`config.mk`:
```
export PLATFORM = sky130hd
export DESIGN_NAME = hc_cmd_status
export DESIGN_NICKNAME = d
export VERILOG_FILES = /design/src/rtl/hc_cs_pkg.sv /design/src/rtl/hc_frame_seq.sv /design/src/rtl/hc_cause_latch.sv /design/src/rtl/hc_irq_gen.sv /design/src/rtl/hc_cmd_status.sv
export SDC_FILE = /design/constraint.sdc
export NUM_CORES = 1
export LEC_CHECK = 0
export BUFFER_PORTS_ARGS = -buffer_cell sky130_fd_sc_hd__buf_2
export CORE_ASPECT_RATIO = 1.25
export CORE_MARGIN = 2
export CORE_UTILIZATION = 35
export DETAILED_ROUTE_END_ITERATION = 7
export SETUP_SLACK_MARGIN = 0.5
export SLEW_MARGIN = 5
export SYNTH_ARGS = -nofsm -noshare
export SYNTH_HDL_FRONTEND = slang
export SYNTH_SLANG_ARGS = --single-unit
```
`constraint.sdc`:
```
create_clock -name clk -period 1.9 [get_ports clk]
set_clock_uncertainty 0.05 [all_clocks]
set_input_delay 0.095 -clock clk [delete_from_list [all_inputs] [get_ports clk]]
set_output_delay 0.095 -clock clk [all_outputs]
set_load 0.02 [all_outputs]
```
`src/rtl/hc_cs_pkg.sv`:
```
package hc_cs_pkg;
  localparam int OFS_W = 4;

  localparam logic [OFS_W-1:0] OFS_CMD  = 4'h0;
  localparam logic [OFS_W-1:0] OFS_STS  = 4'h2;
  localparam logic [OFS_W-1:0] OFS_IEN  = 4'h4;
  localparam logic [OFS_W-1:0] OFS_FNUM = 4'h6;
  localparam logic [OFS_W-1:0] OFS_BASE = 4'h8;

  // command word bit positions
  localparam int CMD_RUN  = 0;
  localparam int CMD_HRST = 1;
  localparam int CMD_GRST = 2;
  localparam int CMD_SUSP = 3;
  localparam int CMD_FRES = 4;
  localparam int CMD_W    = 5;

  // status word bit positions
  localparam int STS_INT  = 0;
  localparam int STS_ERR  = 1;
  localparam int STS_RES  = 2;
  localparam int STS_HSE  = 3;
  localparam int STS_PE   = 4;
  localparam int STS_HALT = 5;
  localparam int STS_W    = 6;

  // enable mask bit positions
  localparam int IEN_ERR = 0;
  localparam int IEN_RES = 1;
  localparam int IEN_IOC = 2;
  localparam int IEN_SPK = 3;
  localparam int IEN_W   = 4;

  // hidden completion causes: bit 0 IOC, bit 1 short packet
  typedef logic [1:0] cause_t;
endpackage

```
`src/rtl/hc_frame_seq.sv`:
```
module hc_frame_seq #(
  parameter int FNUM_W = 11
) (
  input  logic              clk,
  input  logic              clr,
  input  logic              tick,
  input  logic              run_bit,
  input  logic              run_rise,
  input  logic              ld_en,
  input  logic [FNUM_W-1:0] ld_val,
  output logic [FNUM_W-1:0] fnum,
  output logic              tick_en,
  output logic              adv,
  output logic              stop
);
  assign adv  = tick && tick_en && run_bit;
  assign stop = tick && tick_en && !run_bit;

  always_ff @(posedge clk) begin
    if (clr) begin
      fnum    <= '0;
      tick_en <= 1'b0;
    end else begin
      if (run_rise)  tick_en <= 1'b1;
      else if (stop) tick_en <= 1'b0;
      if (adv)        fnum <= fnum + 1'b1;
      else if (ld_en) fnum <= ld_val;
    end
  end
endmodule

```
`src/rtl/hc_cause_latch.sv`:
```
module hc_cause_latch
  import hc_cs_pkg::*;
(
  input  logic   clk,
  input  logic   clr,
  input  logic   ev_ioc,
  input  logic   ev_short,
  input  logic   adv,
  input  logic   ack,
  output cause_t cause,
  output logic   raise
);
  cause_t pend_q;
  cause_t evt;

  assign evt   = {ev_short, ev_ioc};
  assign raise = adv && (pend_q != '0);

  always_ff @(posedge clk) begin
    if (clr) begin
      pend_q <= '0;
      cause  <= '0;
    end else begin
      pend_q <= adv ? evt : (pend_q | evt);
      cause  <= (ack ? cause_t'(0) : cause) | (adv ? pend_q : cause_t'(0));
    end
  end
endmodule

```
`src/rtl/hc_irq_gen.sv`:
```
module hc_irq_gen
  import hc_cs_pkg::*;
(
  input  logic             clk,
  input  logic             rst,
  input  cause_t           cause,
  input  logic [STS_W-1:0] status,
  input  logic [IEN_W-1:0] ien,
  output logic             irq
);
  logic level;

  assign level = (cause[0] && ien[IEN_IOC]) ||
                 (cause[1] && ien[IEN_SPK]) ||
                 (status[STS_ERR] && ien[IEN_ERR]) ||
                 (status[STS_RES] && ien[IEN_RES]) ||
                 status[STS_HSE] || status[STS_PE];

  always_ff @(posedge clk) begin
    if (rst) irq <= 1'b0;
    else     irq <= level;
  end
endmodule

```
`src/rtl/hc_cmd_status.sv`:
```
module hc_cmd_status
  import hc_cs_pkg::*;
#(
  parameter int DATA_W      = 32,
  parameter int FNUM_W      = 11,
  parameter int IDX_W       = 10,
  parameter int BASE_LSB    = 12,
  parameter int ENTRY_SHIFT = 2
) (
  input  logic              clk,
  input  logic              rst,
  input  logic              reg_wr,
  input  logic              reg_rd,
  input  logic [OFS_W-1:0]  reg_addr,
  input  logic [DATA_W-1:0] reg_wdata,
  output logic [DATA_W-1:0] reg_rdata,
  input  logic              frame_tick,
  input  logic              ev_ioc,
  input  logic              ev_short,
  input  logic              ev_err,
  input  logic              ev_resume,
  input  logic              ev_host_err,
  input  logic              ev_proc_err,
  output logic              irq,
  output logic [DATA_W-1:0] list_addr,
  output logic              frame_run
);
  localparam logic [STS_W-1:0] STS_AT_RST = STS_W'(1) << STS_HALT;
  localparam int BASE_W = DATA_W - BASE_LSB;

  logic [CMD_W-1:0]  cmd_q,  cmd_d;
  logic [STS_W-1:0]  status_q, sts_d;
  logic [IEN_W-1:0]  ien_q;
  logic [BASE_W-1:0] base_q;
  logic [FNUM_W-1:0] fnum_q;
  cause_t            cause_q;
  logic              tick_en;

  logic wr_cmd, wr_sts, wr_ien, wr_fnum, wr_base;
  logic hc_rst, rs_rise, rs_drop_wr, resume_hit;
  logic frame_adv, stop_evt, usbint_set;
  logic wdata_unused;

  assign wdata_unused = ^reg_wdata;

  assign wr_cmd  = reg_wr && (reg_addr == OFS_CMD);
  assign wr_sts  = reg_wr && (reg_addr == OFS_STS);
  assign wr_ien  = reg_wr && (reg_addr == OFS_IEN);
  assign wr_fnum = reg_wr && (reg_addr == OFS_FNUM);
  assign wr_base = reg_wr && (reg_addr == OFS_BASE);

  assign hc_rst     = rst || (wr_cmd && reg_wdata[CMD_HRST]);
  assign rs_rise    = wr_cmd && reg_wdata[CMD_RUN] && !cmd_q[CMD_RUN];
  assign rs_drop_wr = wr_cmd && !reg_wdata[CMD_RUN];
  assign resume_hit = ev_resume && cmd_q[CMD_SUSP];

  hc_frame_seq #(.FNUM_W(FNUM_W)) u_seq (
    .clk      (clk),
    .clr      (hc_rst),
    .tick     (frame_tick),
    .run_bit  (cmd_q[CMD_RUN]),
    .run_rise (rs_rise),
    .ld_en    (wr_fnum && status_q[STS_HALT]),
    .ld_val   (reg_wdata[FNUM_W-1:0]),
    .fnum     (fnum_q),
    .tick_en  (tick_en),
    .adv      (frame_adv),
    .stop     (stop_evt)
  );

  hc_cause_latch u_cause (
    .clk      (clk),
    .clr      (hc_rst),
    .ev_ioc   (ev_ioc),
    .ev_short (ev_short),
    .adv      (frame_adv),
    .ack      (wr_sts && reg_wdata[STS_INT]),
    .cause    (cause_q),
    .raise    (usbint_set)
  );

  hc_irq_gen u_irq (
    .clk    (clk),
    .rst    (rst),
    .cause  (cause_q),
    .status (status_q),
    .ien    (ien_q),
    .irq    (irq)
  );

  always_comb begin
    cmd_d = cmd_q;
    if (wr_cmd) begin
      cmd_d           = reg_wdata[CMD_W-1:0];
      cmd_d[CMD_HRST] = 1'b0;
    end
    if (resume_hit) cmd_d[CMD_FRES] = 1'b1;
  end

  always_comb begin
    sts_d = status_q;
    if (wr_sts)
      sts_d[STS_PE:STS_INT] = status_q[STS_PE:STS_INT] & ~reg_wdata[STS_PE:STS_INT];
    if (usbint_set)  sts_d[STS_INT] = 1'b1;
    if (ev_err)      sts_d[STS_ERR] = 1'b1;
    if (resume_hit)  sts_d[STS_RES] = 1'b1;
    if (ev_host_err) sts_d[STS_HSE] = 1'b1;
    if (ev_proc_err) sts_d[STS_PE]  = 1'b1;
    if (rs_drop_wr || stop_evt) sts_d[STS_HALT] = 1'b1;
    if (rs_rise)                sts_d[STS_HALT] = 1'b0;
  end

  always_ff @(posedge clk) begin
    if (hc_rst) begin
      cmd_q    <= '0;
      status_q <= STS_AT_RST;
      ien_q    <= '0;
      base_q   <= '0;
    end else begin
      cmd_q    <= cmd_d;
      status_q <= sts_d;
      if (wr_ien)  ien_q  <= reg_wdata[IEN_W-1:0];
      if (wr_base) base_q <= reg_wdata[DATA_W-1:BASE_LSB];
    end
  end

  always_ff @(posedge clk) begin
    if (rst) begin
      reg_rdata <= '0;
    end else if (reg_rd) begin
      case (reg_addr)
        OFS_CMD:  reg_rdata <= DATA_W'(cmd_q);
        OFS_STS:  reg_rdata <= DATA_W'(status_q);
        OFS_IEN:  reg_rdata <= DATA_W'(ien_q);
        OFS_FNUM: reg_rdata <= DATA_W'(fnum_q);
        OFS_BASE: reg_rdata <= {base_q, {BASE_LSB{1'b0}}};
        default:  reg_rdata <= '0;
      endcase
    end
  end

  assign list_addr = {base_q, {BASE_LSB{1'b0}}} +
                     (DATA_W'(fnum_q[IDX_W-1:0]) << ENTRY_SHIFT);
  assign frame_run = tick_en;
endmodule

```
==> metrics.txt, run 1 <==
clock latency on the worst-skew pair 340 ps; r2r startpoint u_seq.fnum[1]; Post-DP HPWL roughly 7 mm; critical path startpoint u_seq.fnum[1]; Mean Syn Cell Area 8.24 µm²; GPL Wtd Cong ~0.85; Top FF cell, synth dfxtp_1; CTS tree done; Cells after Synth about 420; Area Growth Syn to Fin 45.3%; CTS root buffer clkbuf_16; htree depth 3; Pre-antenna DRT Iters 4; share of the yosys chip area belonging to registers 47.3%; Reg2Reg Setup Slack 450 ps; maximum VDD drop 0.483 mV; largest buffer count on any clock path 2; initial DRC count between 100 and 150; final-stage net count 618; FP Rows 40; WL/cell about 15 µm; crit end category flop; initial core utilization between 30% and 40%; Setup Viol. Count Final 0; reg2reg path depth 5; WL final 10.3 mm; via count around 3,500; # Max-Cap Violations 0; crit start category flop; post-synthesis xor/xnor area fraction less than 1%; final worst-path cycle share around three quarters; final hold vios 0; core area 9610 µm²; Max FO, Critical Path 2; Cell Area, Synth 3470 µm²; first-pass GRT wire length 16.3 mm; share of layout cells above drive strength 1 32.0%; number of buffers created by CTS 9; ANT nets after route 0; adder-cell share of the synthesized area less than 1%; gr ovfl total 0; mux contribution to synthesized area under 10%; HP Class in2reg; cell total after placement between 600 and 700; main combinational cell family by area after synthesis simple AND/OR/NAND/NOR gates; Die Ht 115 µm; post-synthesis compound-gate area fraction between 10% and 20%; FMAX around 700 MHz; total I/O pin count 113; Leakage Power ~2.2 nW; r2r endpoint u_seq.fnum[10]; clk sink count 82; Total GRT Usage 19.5%; antenna cells 0; status finished, final reports clean; Setup crit end u_seq.fnum[10]; input/output buffers around 110; Finished Layout Cells about 700; Final Max Slew Viols 0; Cell Pwr Density about 760 nW/µm²; Post-synth EDFFs 0; RSZ-0062 raised after global routing true; clk slew on worst S/H paths 60 ps; initial antenna violation count 0; vias in the first global route ~3,300; Yosys reg bits 82; Simple-Gate Fraction of Synth Area 25.9%; critical path class reg2reg; Die ar. ~11,000 µm²; DRC viols 0; Post-synth ARST share 0%; Final min period ~1500 ps; chip width 93.1 µm; CP arrival roughly 1700 ps; Ys Warns 0; Req. time, crit path roughly 2100 ps; vias per cell 4.99; largest net degree at the start of global routing 33; Final TNS setup 0 ps; Yosys cell types 45
## sequential cells by signal, indices dropped and copies added, names as in the netlist
register and flops:
reg_rdata 31, base_q 20, u_seq.fnum 11, status_q 6
cmd_q 4, ien_q 4, u_cause.cause 2, u_cause.pend_q 2
u_irq.irq 1, u_seq.tick_en 1
## per-layer routing
layer / track usage, % / part of all wire [%]
met1: 23.1 / 43
met2: 34.7 / 50
met3: 3.47 / 5.0
met4: 8.24 / 2.1
met5: 0 / 0
## power breakdown
part | internal (mW) | switching (mW) | total, mW | leakage [nW]
sequential | 1.74 | 0.0196 | 1.76 | 0.669
clock | 1.06 | 0.688 | 1.75 | 0.142
combinational | 0.145 | 0.160 | 0.305 | 1.35
total | 2.94 | 0.868 | 3.81 | 2.16
## cell usage after synthesis (all sizes together) (6+ instances only)
cell,count,area share (%)
a21oi,72,10
buf,23,4.3
clkbuf,15,1.6
dfxtp,82,47
mux2i,6,1.7
nand2,59,6.4
nand3,15,2.2
nor2,49,5.3
nor2b,31,5.6
nor3,6,1.0
o21ai,7,1.0
## through the flow
step | total power, mW | worst slack (ps) | hold slack, ps | cell area [µm²] | utilization (%)
after floorplan | 1.92 | 49.0 | 162 | 3490 | -
after global placement | 2.03 | 120 | 251 | 4180 | 43.5
after detailed placement | 2.03 | 110 | 259 | 4180 | 43.5
after CTS | 3.86 | 483 | 1.26 | 5000 | 52.1
after global routing | 3.97 | 409 | 24.0 | 5040 | 52.5
final | 3.81 | 449 | 25.7 | 5040 | 52.5
## layout by cell type (no fill, tap or decap), types with 5 or more instances in the layout
cell type / instances
buf_2: 105
dfxtp_1: 73
a21oi_1: 69
nand2_1: 58
nor2_1: 49
dlygate4sd3_1: 34
nor2b_1: 31
buf_4: 27
nand3_1: 13
clkbuf_16: 9
o21ai_0: 6
mux2i_1: 6
dfxtp_2: 5
buf_6: 5
## layout make-up
type,instances,area (µm²)
Sequential cell,82,1660
Multi-Input combinational cell,301,1720
Clock buffer,11,243
Fill cell,923,4570
Inverter,2,7.51
Clock inverter,5,62.6
Tap cell,126,158
Timing Repair Buffer,174,1180
## repair_timing
item | 4_1_cts | 5_1_grt
gates resized for setup | 31 | 7
buffers inserted | 7 | 2
hold buffers | 34 | 0
pin swaps | 11 | 6
endpoints found under the setup margin | 17 | 52
endpoints found under the hold margin | 34 | 0
## worst max-delay path: stages, from the launching register on
cell and delay [ps]:
dfxtp_2 360, ha_4 140, nand4_1 120, or4_4 450, a2bb2oi_2 140, a21oi_1 110
## worst min-delay path by stage
stage	start	endpoint	slack, ps	depth (start not counted)
6_report	reg_wdata[0]	cmd_q[0]	30	3
5_1_grt	reg_wdata[4]	cmd_q[4]	20	3
4_1_cts	reg_wdata[0]	cmd_q[0]	1	3
3_5_place_dp	ev_proc_err	status_q[4]	260	3
3_3_place_gp	ev_proc_err	status_q[4]	250	3
2_1_floorplan	ev_err	status_q[1]	160	2
## logic make-up after synthesis
kind of cell / Yosys count
simple gates: 187
compound gates: 98
flops: 82
buf+inv: 40
mux: 11
fa+ha+maj: 1
other cells: 1
xor+xnor: 1
No activity file was read; power rests on OpenSTA's default activity.
==> run 2: changes to the inputs <==
ABC_AREA = 1   (was unset)
clock period = 1.3 ns   (was 1.9 ns; I/O delays follow)
==> run 2 against run 1 <==
Sequential cell count unchanged. Area after synthesis up 6.9%. Sequential power up 47%. Combinational power rose to 2.8 times the previous value. Critical path depth up 2. Wire length up 53%.
==> metrics.txt, run 2 <==
Setup Viol. Count Final 0 (unchanged); Req. time, crit path 1520 ps (was 2120 ps); first-pass GRT wire length 20.2 mm (was 16.3 mm); Max FO, Critical Path 4 (was 2); vias per cell 5.17 (was 4.99); core area 10,500 µm² (was 9610 µm²); Post-synth EDFFs 0 (unchanged); RSZ-0062 raised after global routing true (unchanged); CTS tree done (unchanged); dominant cell type by area after synthesis dfxtp_1 (unchanged); gr ovfl total 0 (unchanged); Ys Warns 0 (unchanged); WL/cell 18.7 µm (was 14.7 µm); final worst-path cycle share 99.8% (was 76.3%); share of the yosys chip area belonging to registers 44.2% (was 47.3%); # Max-Cap Violations 0 (unchanged); maximum VDD drop 0.594 mV (was 0.483 mV); initial DRC count 163 (was 121); Pre-antenna DRT Iters 4 (unchanged); htree depth 3 (unchanged); final hold vios 0 (unchanged); Post-DP HPWL 7.82 mm (was 6.99 mm); clk sink count 82 (unchanged); Mean Syn Cell Area 7.52 µm² (was 8.24 µm²); input/output buffers 108 (unchanged); Post-synth ARST share 0% (unchanged); Die Ht 119 µm (was 115 µm); HP Class in2reg (unchanged); FMAX 771 MHz (was 689 MHz); Leakage Power 2.91 nW (was 2.16 nW); Yosys cell types 30 (was 45); final-stage net count 761 (was 618); GPL Wtd Cong 0.901 (was 0.855); Total GRT Usage 22.6% (was 19.5%); commonest non-fill, non-tap cell in the layout nand2_1 (was buf_2); critical path class reg2reg (unchanged); Yosys reg bits 82 (unchanged); total I/O pin count 113 (unchanged); chip width 96.1 µm (was 93.1 µm); status finished, final reports clean (unchanged); Cell Pwr Density 866 nW/µm² (was 756 nW/µm²); initial antenna violation count 0 (unchanged); Area Growth Syn to Fin 98.3% (was 45.3%); WL final 15.8 mm (was 10.3 mm); Final min period 1300 ps (was 1450 ps); count leader, synth nand2_1 (was dfxtp_1); crit end category flop (unchanged); Die ar. 11,400 µm² (was 10,700 µm²); Final Max Slew Viols 0 (unchanged); FP Rows 42 (was 40); placed cell area 4590 µm² (was 4180 µm²); antenna cells 0 (unchanged); DRC viols 0 (unchanged); largest net degree at the start of global routing 41 (was 33); registers with the most flip-flops reg_rdata x31, base_q x20, u_seq.fnum x11 (unchanged); CP arrival 1520 ps (was 1670 ps); max FFs per register 31 (unchanged); largest buffer count on any clock path 2 (unchanged); Final TNS setup 0 ps (unchanged); number of buffers created by CTS 9 (unchanged); most frequent cells in the layout nand2_1 (112), buf_6 (91), dfxtp_2 (67) (was buf_2 (105), dfxtp_1 (73), a21oi_1 (69)); via count 4,391 (was 3,499); crit start category flop (unchanged); Cell Area, Synth 3710 µm² (was 3470 µm²); share of layout cells above drive strength 1 66.0% (was 32.0%); clk slew on worst S/H paths 60 ps (about the same); Biggest register reg_rdata (unchanged); clock latency on the worst-skew pair 340 ps (about the same); Cells after Synth 493 (was 421); vias in the first global route 4,278 (was 3,323); Top FF cell, synth dfxtp_1 (unchanged); total power 6.37 mW (was 3.81 mW); Finished Cell Area 7360 µm² (was 5040 µm²); top post-synthesis cells by count nand2_1 (140), dfxtp_1 (82), nand3_1 (59) (was dfxtp_1 (82), a21oi_1 (72), nand2_1 (59)); largest cells by area after synthesis dfxtp_1 (44%), nand2_1 (14%), nand3_1 (8.0%), a21oi_2 (7.8%), a21oi_1 (5.8%) (was dfxtp_1 (47%), a21oi_1 (10%), nand2_1 (6.4%), nor2b_1 (5.6%), nor2_1 (5.3%)); CTS root buffer clkbuf_16 (unchanged); fillers 740 (was 923); ANT nets after route 0 (unchanged); Synth top area share 44.2% (was 47.3%); initial core utilization 35.5% (was 36.1%)
## run 2: cell count changes after synthesis, moves of 13 or more
cell	change
nand2_1	+81
nand3_1	+44
a21oi_2	+33
nor2b_1	-31
a21oi_1	-29
nor2_1	-26
inv_1	+22
o21ai_0	+13
## run 2: cell type report
type                    instances  area [µm²]  share of cell area [%]
inverters                      30         166                    2.26
clock buffers                  10         229                    3.11
flip-flops and latches         82        1740                    23.7
repair buffers                242        2450                    33.3
well taps                     132         165                    2.24
multi-input cells             348        2500                    34.0
clock inverters                 5         104                    1.41
## run 2: metal layers
metal / share of wire (%) / vias up / track usage [%]
li1: - / 2069 / -
met3: 5.4 / 44 / 3.67
met4: 3.6 / 0 / 9.64
met2: 54 / 162 / 40.9
met5: 0 / - / 0
met1: 37 / 2116 / 25.2
## run 2: kinds of logic (layout without fill, tap and decap cells)
kind of cell               Yosys count  count (layout)  share of synthesized area [%]
and+or+nand+nor                    238             238                           27.9
AOI/OAI and AO/OA                  106             106                           18.2
DFF                                 82              82                           44.2
buffers and inverters               65             287                           9.14
adders and majority gates            1               1                          0.337
other                                1               3                          0.101
## run 2: what timing repair did
action	4_1_cts	5_1_grt
cloned	2	11
gates resized for setup	253	165
hold buffers	30	0
endpoints found under the setup margin	125	145
pin swaps	26	68
setup buffers	37	19
hold endpoints to repair	33	0
## run 2: power by group
group	internal, mW	total (mW)	switching (mW)
Sequential	2.55	2.59	0.0404
Combinational	0.398	0.859	0.460
Clock	1.87	2.92	1.05
## run 2: through the flow
step	cells	setup slack, ps	hold slack, ps	util [%]
floorplan	495	27.5	125	-
global placement	735	-6.69	221	43.9
detailed placement	735	-43.3	232	43.9
CTS	819	39.8	-14.2	59.9
global route	849	-97.4	9.17	70.4
finish	849	3.10	4.71	70.4
## run 2: path summary, 6_finish.rpt
kind / start / to / slack [ps] / cells after the start
worst max register to register: u_seq.tick_en / u_seq.fnum[10] / 3 / 7
worst min-delay path: reg_wdata[6] / u_seq.fnum[6] / 5 / 5
worst max-delay path: u_seq.tick_en / u_seq.fnum[10] / 3 / 7
worst min register to register: cmd_q[2] / cmd_q[2] / 420 / 2
## run 2: worst max-delay path: stages (launching register included)
cell      delay (ps)
dfxtp_4          360
nand2_4           50
nor2_4           170
clkinv_2         130
buf_4            160
o21ai_0           80
nand2_1          110
a21oi_2          120
